**config.mk**
```make
export PLATFORM = sky130hd
export DESIGN_NAME = memb_bar
export DESIGN_NICKNAME = d
export VERILOG_FILES = /design/src/rtl/memb_pkg.sv /design/src/rtl/memb_store.sv /design/src/rtl/memb_rdmux.sv /design/src/rtl/memb_match.sv /design/src/rtl/memb_bar.sv
export SDC_FILE = /design/constraint.sdc
export NUM_CORES = 1
export LEC_CHECK = 0
export ABC_AREA = 1
export BUFFER_PORTS_ARGS = -buffer_cell sky130_fd_sc_hd__buf_2
export CORE_MARGIN = 2
export CORE_UTILIZATION = 44
export DETAILED_ROUTE_END_ITERATION = 8
export PLACE_DENSITY_LB_ADDON = 0.1
export SETUP_SLACK_MARGIN = 0.05
export SYNTH_ARGS = -nofsm -noshare
export SYNTH_HDL_FRONTEND = slang
export SYNTH_SLANG_ARGS = --single-unit
```
**constraint.sdc**
```tcl
create_clock -name clk -period 1.2 [get_ports clk]
set_input_delay 0.12 -clock clk [delete_from_list [all_inputs] [get_ports clk]]
set_output_delay 0.12 -clock clk [all_outputs]
set_load 0.01 [all_outputs]
```
**src/rtl/memb_pkg.sv**
```systemverilog
package memb_pkg;
  typedef enum logic {IDX_LO = 1'b0, IDX_HI = 1'b1} reg_idx_e;

  // read-only nibble of the lower register: {prefetch, width code, mem space}
  function automatic logic [3:0] type_nibble(input bit is64, input bit pref);
    return {pref, (is64 ? 2'b10 : 2'b00), 1'b0};
  endfunction

  // writable address bits of the full 64-bit base
  function automatic logic [63:0] keep_mask(input bit is64, input int unsigned szlog2);
    logic [63:0] m;
    m = ~64'd0 << szlog2;
    if (!is64) m[63:32] = '0;
    return m;
  endfunction
endpackage

```
**src/rtl/memb_store.sv**
```systemverilog
module memb_store
  import memb_pkg::*;
#(
  parameter bit          BAR_64    = 1'b1,
  parameter int unsigned SIZE_LOG2 = 12
) (
  input  logic        clk,
  input  logic        rst_n,
  input  logic        wr_en,
  input  reg_idx_e    reg_idx,
  input  logic [31:0] wr_data,
  output logic [31:0] lo_q,
  output logic [31:0] hi_q
);
  localparam logic [63:0] KEEP    = keep_mask(BAR_64, SIZE_LOG2);
  localparam logic [31:0] KEEP_LO = KEEP[31:0];
  localparam logic [31:0] KEEP_HI = KEEP[63:32];

  logic        lo_we;
  logic [31:0] lo_d;

  always_comb begin
    lo_we = wr_en && (reg_idx == IDX_LO);
    lo_d  = wr_data & KEEP_LO;
  end

  always_ff @(posedge clk or negedge rst_n) begin
    if (!rst_n)     lo_q <= '0;
    else if (lo_we) lo_q <= lo_d;
  end

  generate
    if (BAR_64) begin : g_hi
      logic        hi_we;
      logic [31:0] hi_d;
      always_comb begin
        hi_we = wr_en && (reg_idx == IDX_HI);
        hi_d  = wr_data & KEEP_HI;
      end
      always_ff @(posedge clk or negedge rst_n) begin
        if (!rst_n)     hi_q <= '0;
        else if (hi_we) hi_q <= hi_d;
      end
      // lower write keeps the upper half
      a_r6_lo_keeps_hi: assert property (@(posedge clk) disable iff (!rst_n)
        (wr_en && reg_idx == IDX_LO) |=> $stable(hi_q));
    end else begin : g_no_hi
      assign hi_q = '0;
    end
  endgenerate

  // upper write keeps the lower half
  a_r6_hi_keeps_lo: assert property (@(posedge clk) disable iff (!rst_n)
    (wr_en && reg_idx == IDX_HI) |=> $stable(lo_q));
  // no write, no change
  a_r11_idle_hold: assert property (@(posedge clk) disable iff (!rst_n)
    !wr_en |=> ($stable(lo_q) && $stable(hi_q)));
endmodule

```
**src/rtl/memb_rdmux.sv**
```systemverilog
module memb_rdmux
  import memb_pkg::*;
#(
  parameter bit BAR_64   = 1'b1,
  parameter bit PREFETCH = 1'b0
) (
  input  reg_idx_e    reg_idx,
  input  logic [31:0] lo_q,
  input  logic [31:0] hi_q,
  output logic [31:0] rd_data
);
  localparam logic [3:0] NIB = type_nibble(BAR_64, PREFETCH);

  always_comb begin
    if (reg_idx == IDX_LO) rd_data = {lo_q[31:4], NIB};
    else                   rd_data = BAR_64 ? hi_q : '0;
  end
endmodule

```
**src/rtl/memb_match.sv**
```systemverilog
module memb_match #(
  parameter int unsigned SIZE_LOG2 = 12
) (
  input  logic        decode_en,
  input  logic [63:0] req_addr,
  input  logic [63:0] base,
  output logic        hit
);
  localparam logic [63:0] WIN_MASK = ~64'd0 << SIZE_LOG2;

  always_comb hit = decode_en && ((req_addr & WIN_MASK) == base);
endmodule

```
**src/rtl/memb_bar.sv**
```systemverilog
module memb_bar
  import memb_pkg::*;
#(
  parameter bit          BAR_64    = 1'b1,
  parameter bit          PREFETCH  = 1'b1,
  parameter int unsigned SIZE_LOG2 = 12
) (
  input  logic        clk,
  input  logic        rst_n,
  input  logic        wr_en,
  input  logic        reg_idx,
  input  logic [31:0] wr_data,
  output logic [31:0] rd_data,
  input  logic        decode_en,
  input  logic [63:0] req_addr,
  output logic [63:0] base_addr,
  output logic        addr_hit
);
  localparam logic [63:0] KEEP = keep_mask(BAR_64, SIZE_LOG2);

  reg_idx_e    idx;
  logic [31:0] lo_q;
  logic [31:0] hi_q;

  assign idx       = reg_idx_e'(reg_idx);
  assign base_addr = {hi_q, lo_q[31:4], 4'b0000};

  memb_store #(.BAR_64(BAR_64), .SIZE_LOG2(SIZE_LOG2)) u_store (
    .clk(clk), .rst_n(rst_n), .wr_en(wr_en), .reg_idx(idx),
    .wr_data(wr_data), .lo_q(lo_q), .hi_q(hi_q));

  memb_rdmux #(.BAR_64(BAR_64), .PREFETCH(PREFETCH)) u_rdmux (
    .reg_idx(idx), .lo_q(lo_q), .hi_q(hi_q), .rd_data(rd_data));

  memb_match #(.SIZE_LOG2(SIZE_LOG2)) u_match (
    .decode_en(decode_en), .req_addr(req_addr), .base(base_addr), .hit(addr_hit));

  // lower write captures the masked address field
  a_r2_lo_capture: assert property (@(posedge clk) disable iff (!rst_n)
    (wr_en && !reg_idx) |=> (base_addr[31:4] == ($past(wr_data[31:4]) & KEEP[31:4])));
  // bits below the window size stay zero
  a_r5_size_zero: assert property (@(posedge clk) disable iff (!rst_n)
    (base_addr & ~KEEP) == 64'd0);
  // no hit while decoding is off
  a_r9_hit_needs_en: assert property (@(posedge clk) disable iff (!rst_n)
    !decode_en |-> !addr_hit);
  // lower register low nibble is fixed
  a_r3_type_fixed: assert property (@(posedge clk) disable iff (!rst_n)
    !reg_idx |-> (rd_data[3:0] == {PREFETCH, BAR_64, 2'b00}));
endmodule

```
== After elaboration in Yosys (flattened, before gate mapping) ==
Cells that the tools add are included.
Cells by class
  eq/ne operators: 1
  reductions and logical operators: 3
  bitwise logic cells: 1
  multiplexer cells: 1
Operators with widths (count)
  == test 52 bit: 1
  two-way mux 32 bit: 1
  logical AND 1 bit: 3
  inverter 1 bit: 1
Word-level totals
  input port bits: 101
  output and inout bits: 97
  bits in registers: 52
  logic and storage cells: 8

== Depth between registers and ports, before layout ==
  depth in word-level cells: 2
  gate-level depth with buffers: 10
  mapped depth without buffers: 10

== By module ==
Synthesis repeated with hierarchy kept, for this count alone.
Second synthesis, totals
  cells, all modules: 600
  area, all modules: 3716.1 um^2
Modules (own cells, without submodules)
  memb_store: area each 2217.1 um^2, seq. area each 1301.2 um^2, cells each 241, instances 1
  memb_match: area each 1048.5 um^2, seq. area each 0.0 um^2, cells each 255, instances 1
  memb_rdmux: area each 416.6 um^2, seq. area each 0.0 um^2, cells each 99, instances 1
  memb_bar: area each 33.8 um^2, seq. area each 0.0 um^2, cells each 5, instances 1

== Worst setup path before layout ==
Ideal clock, no wire load.
  path type: flip-flop to output port
  start point: reg u_store.hi_q[21]
  end point: out addr_hit
  path buffers: 0
  stages on the path, launching flop included: 9
  data required time: 1080 ps
  data arrival time: 1089 ps
  slack: -9 ps
  cells stage by stage: dfrtp_1 > inv_1 > a21boi_0 > nand2_1 > nor2_1 > nand2_1 > nor2_1 > nand2_1 > nor2_1
On the way
  cells in the longest elaborated chain, start to end: 2
RTL lines
  start: declaration: RTL line memb_store.sv:13  | output logic [31:0] hi_q
  start signal: assignment: RTL line memb_store.sv:42  | else if (hi_we) hi_q <= hi_d;
  == test 52 bit: RTL line memb_match.sv:11  | always_comb hit = decode_en && ((req_addr & WIN_MASK) == base);
  logical AND 1 bit: RTL line memb_match.sv:11
  end: declaration: RTL line memb_bar.sv:17  | output logic addr_hit
Every way passes these cells.

== Worst setup path after layout ==
  start point: reg u_store.hi_q[6]
  end point: out addr_hit
The elaborated chain is that of the path after synthesis.

==> run metrics <==
global-route wire length before repair=17.2 mm; CTS Sinks=52; H-tree levels=2; CP Launch Type=register; total die area=0.00817 mm2; fraction of synthesized cell area in xor and xnor cells=3.20%; DRT iter0 DRCs=183; Initial Util=a little under half; # IOs=~200; Max Cap Viol=0; register bit count reported by yosys=52; reg-to-reg slack, setup=160 ps; HP Class=primary input to register; PortBufs=~170; fill count=603; compound-cell area share of the yosys netlist=12.7%; Worst-Skew Late Latency=310 ps; final worst slack=-569 ps; Antenna Nets Post-Route=0; Num CTS Buffers=5; vias in the first global route=3631; Post-Place Cells=813; Final #Nets=840; sequential area share after synthesis=roughly 40%; clk buf depth=2; initial antenna violation count=0; Worst Path Max Fanout=2; Power Density=1090 mW/mm2; post-synth cell types=22; Via density=4.58; crit path DAT=around 1700 ps; placed instance area=0.00466 mm2; final instance area=0.00531 mm2; largest net degree at the start of global routing=53; Syn Std Cell Area=0.00329 mm2; core area=0.00725 mm2; Die Y=90.4 um; Worst VDD drop=0.000619 V; CP required=1080 ps; GPL Wtd Cong=0.884; Tcrit/Tclk final=147%; Total GRT Usage=26.1%; Synth Area in Adders=0%; failing checks=setup timing; max-slew violation count=0; synth warn=0; RSZ-0062 raised after global routing=yes; mux share of post-synthesis cell area=2.74%; Pre-antenna DRT Iters=5; f_max=565 MHz; fin cells=between 800 and 900; share of cells above drive strength 1=44.3%; DRC violations left=0; Die X=90.4 um; synthesis-to-layout area growth=61.5%; setup violators final=30; final wirelength=11.1 mm; Layout Skew=0 ps; syn_area_per_cell=~6.7 um2; main combinational cell family by area after synthesis=simple AND/OR/NAND/NOR gates; Post-Syn Instances=~490; total number of vias=just under 4000; hold depth=2; R2R depth=3; Setup crit end kind=output pin; Clock transition at path regs=roughly 100 ps; WS Path Type=register to output pin; ANT cells=0; CTS tree=done; final hold violations=0; Total Neg Setup Slack=-1810 ps; Tmin final=1770 ps; total gr overflow=0; leakage=3.16 nW; root buf cell=clkbuf_8; WL/cell=13.2 um; Final Power=slightly below 6 mW; status=finished, violations left; HPWL after detailed placement=8.22 mm; Post-Synth Simple-Gate Area=24.4%; row count=31
-- flip-flops by register name (all words and copies together) (netlist names) --
signal        flops
u_store.hi_q     32
u_store.lo_q     20
-- layer usage --
metal / vias to the layer above / GRT usage (%) / share of wire [%]
li1: 1948 / - / -
met1: 1714 / 34.8 / 41
met2: 163 / 43.5 / 49
met3: 21 / 4.76 / 7.7
met4: 0 / 7.31 / 2.0
met5: - / 0 / 0
-- report_power, final --
| part | internal [mW] | switching (mW) | leakage (nW) |
|---|---|---|---|
| registers | 1.97 | 0.203 | 0.631 |
| clock network | 0.462 | 0.593 | 0.0510 |
| logic | 1.31 | 1.23 | 2.48 |
-- cells in the mapped netlist --
cell      instances  area [um2]
nand2_1         169         634
inv_1           102         383
o21ai_0          68         340
dfrtp_1          52        1300
nor2_1           30         113
buf_4            13        97.6
xnor2_1           9        78.8
o21ai_1           8        40.0
a21oi_1           6        30.0
mux2_4            6        90.1
buf_2             5        25.0
clkbuf_1          5        18.8
nand4_1           4        25.0
buf_6             3        33.8
xor2_1            3        26.3
nand2_2           2        12.5
nand3_1           2        10.0
a21boi_0          1        7.51
clkbuf_2          1        5.00
conb_1            1        3.75
inv_2             1        3.75
or2_2             1        6.26
-- worst max-delay path: stages, from the launching register on --
cell	delay, ps
dfrtp_1	410
xnor2_1	160
nand2_1	100
nor2_1	100
nand2_1	80
nor2_2	140
nand2_2	80
nor2_4	150
buf_6	120
-- metrics by stage --
| step | utilization [%] | hold slack (ps) | worst slack, ps |
|---|---|---|---|
| 6_report | 73.2 | 40.2 | -569 |
| 5_1_grt | 73.2 | 31.1 | -676 |
| 4_1_cts | 67.8 | 33.5 | -580 |
| 3_5_place_dp | 64.3 | 139 | -358 |
| 3_3_place_gp | 64.3 | 144 | -295 |
| 2_1_floorplan | - | -176 | 28.8 |
-- kinds of logic (layout without fill, tap and decap cells) --
kind of cell,Yosys count,after routing
muxes,6,6
AOI/OAI and AO/OA,83,83
xor gates and xnor gates,12,12
DFF,52,52
other,1,12
and+or+nand+nor,208,208
buffers and inverters,130,367
-- final timing paths --
kind,startpoint,to
min reg2reg,u_store.lo_q[30],u_store.lo_q[30]
min,wr_data[0],u_store.hi_q[0]
max in group asynchronous,rst_n,u_store.lo_q[25]
max,u_store.hi_q[6],addr_hit
max reg2reg,u_store.hi_q[4],u_store.hi_q[4]
min in group asynchronous,rst_n,u_store.hi_q[6]
-- final cells by class --
cell class | count | area (um2) | area share, %
Clock buffer | 6 | 82.6 | 1.56
Clock inverter | 2 | 10.0 | 0.189
Sequential cell | 52 | 1300 | 24.5
Tap cell | 99 | 124 | 2.33
Timing Repair Buffer | 256 | 1790 | 33.7
Multi-Input combinational cell | 321 | 1610 | 30.4
Inverter | 103 | 387 | 7.29
-- cells in the final DEF, fill, tap and decap left out, types with 5 or more instances in the layout --
cell      count
buf_2       156
nand2_1     143
inv_1        90
buf_6        58
dfrtp_1      52
o21ai_0      50
buf_4        38
nand2_2      24
nor2_1       24
o21ai_1      17
inv_2        13
conb_1       12
o21ai_2       9
xnor2_1       7
mux2_4        6
a21oi_1       6
clkbuf_8      6
nor2_2        5
-- timing repair --
item / in CTS / in global routing
buffers inserted: 9 / 20
cloned: 0 / 0
endpoints found under the hold margin: 52 / 0
gates resized for setup: 61 / 80
setup endpoints to repair: 35 / 41
pin swaps: 21 / 8
hold buffers: 1 / 0
(Power assumes the default switching activity.)
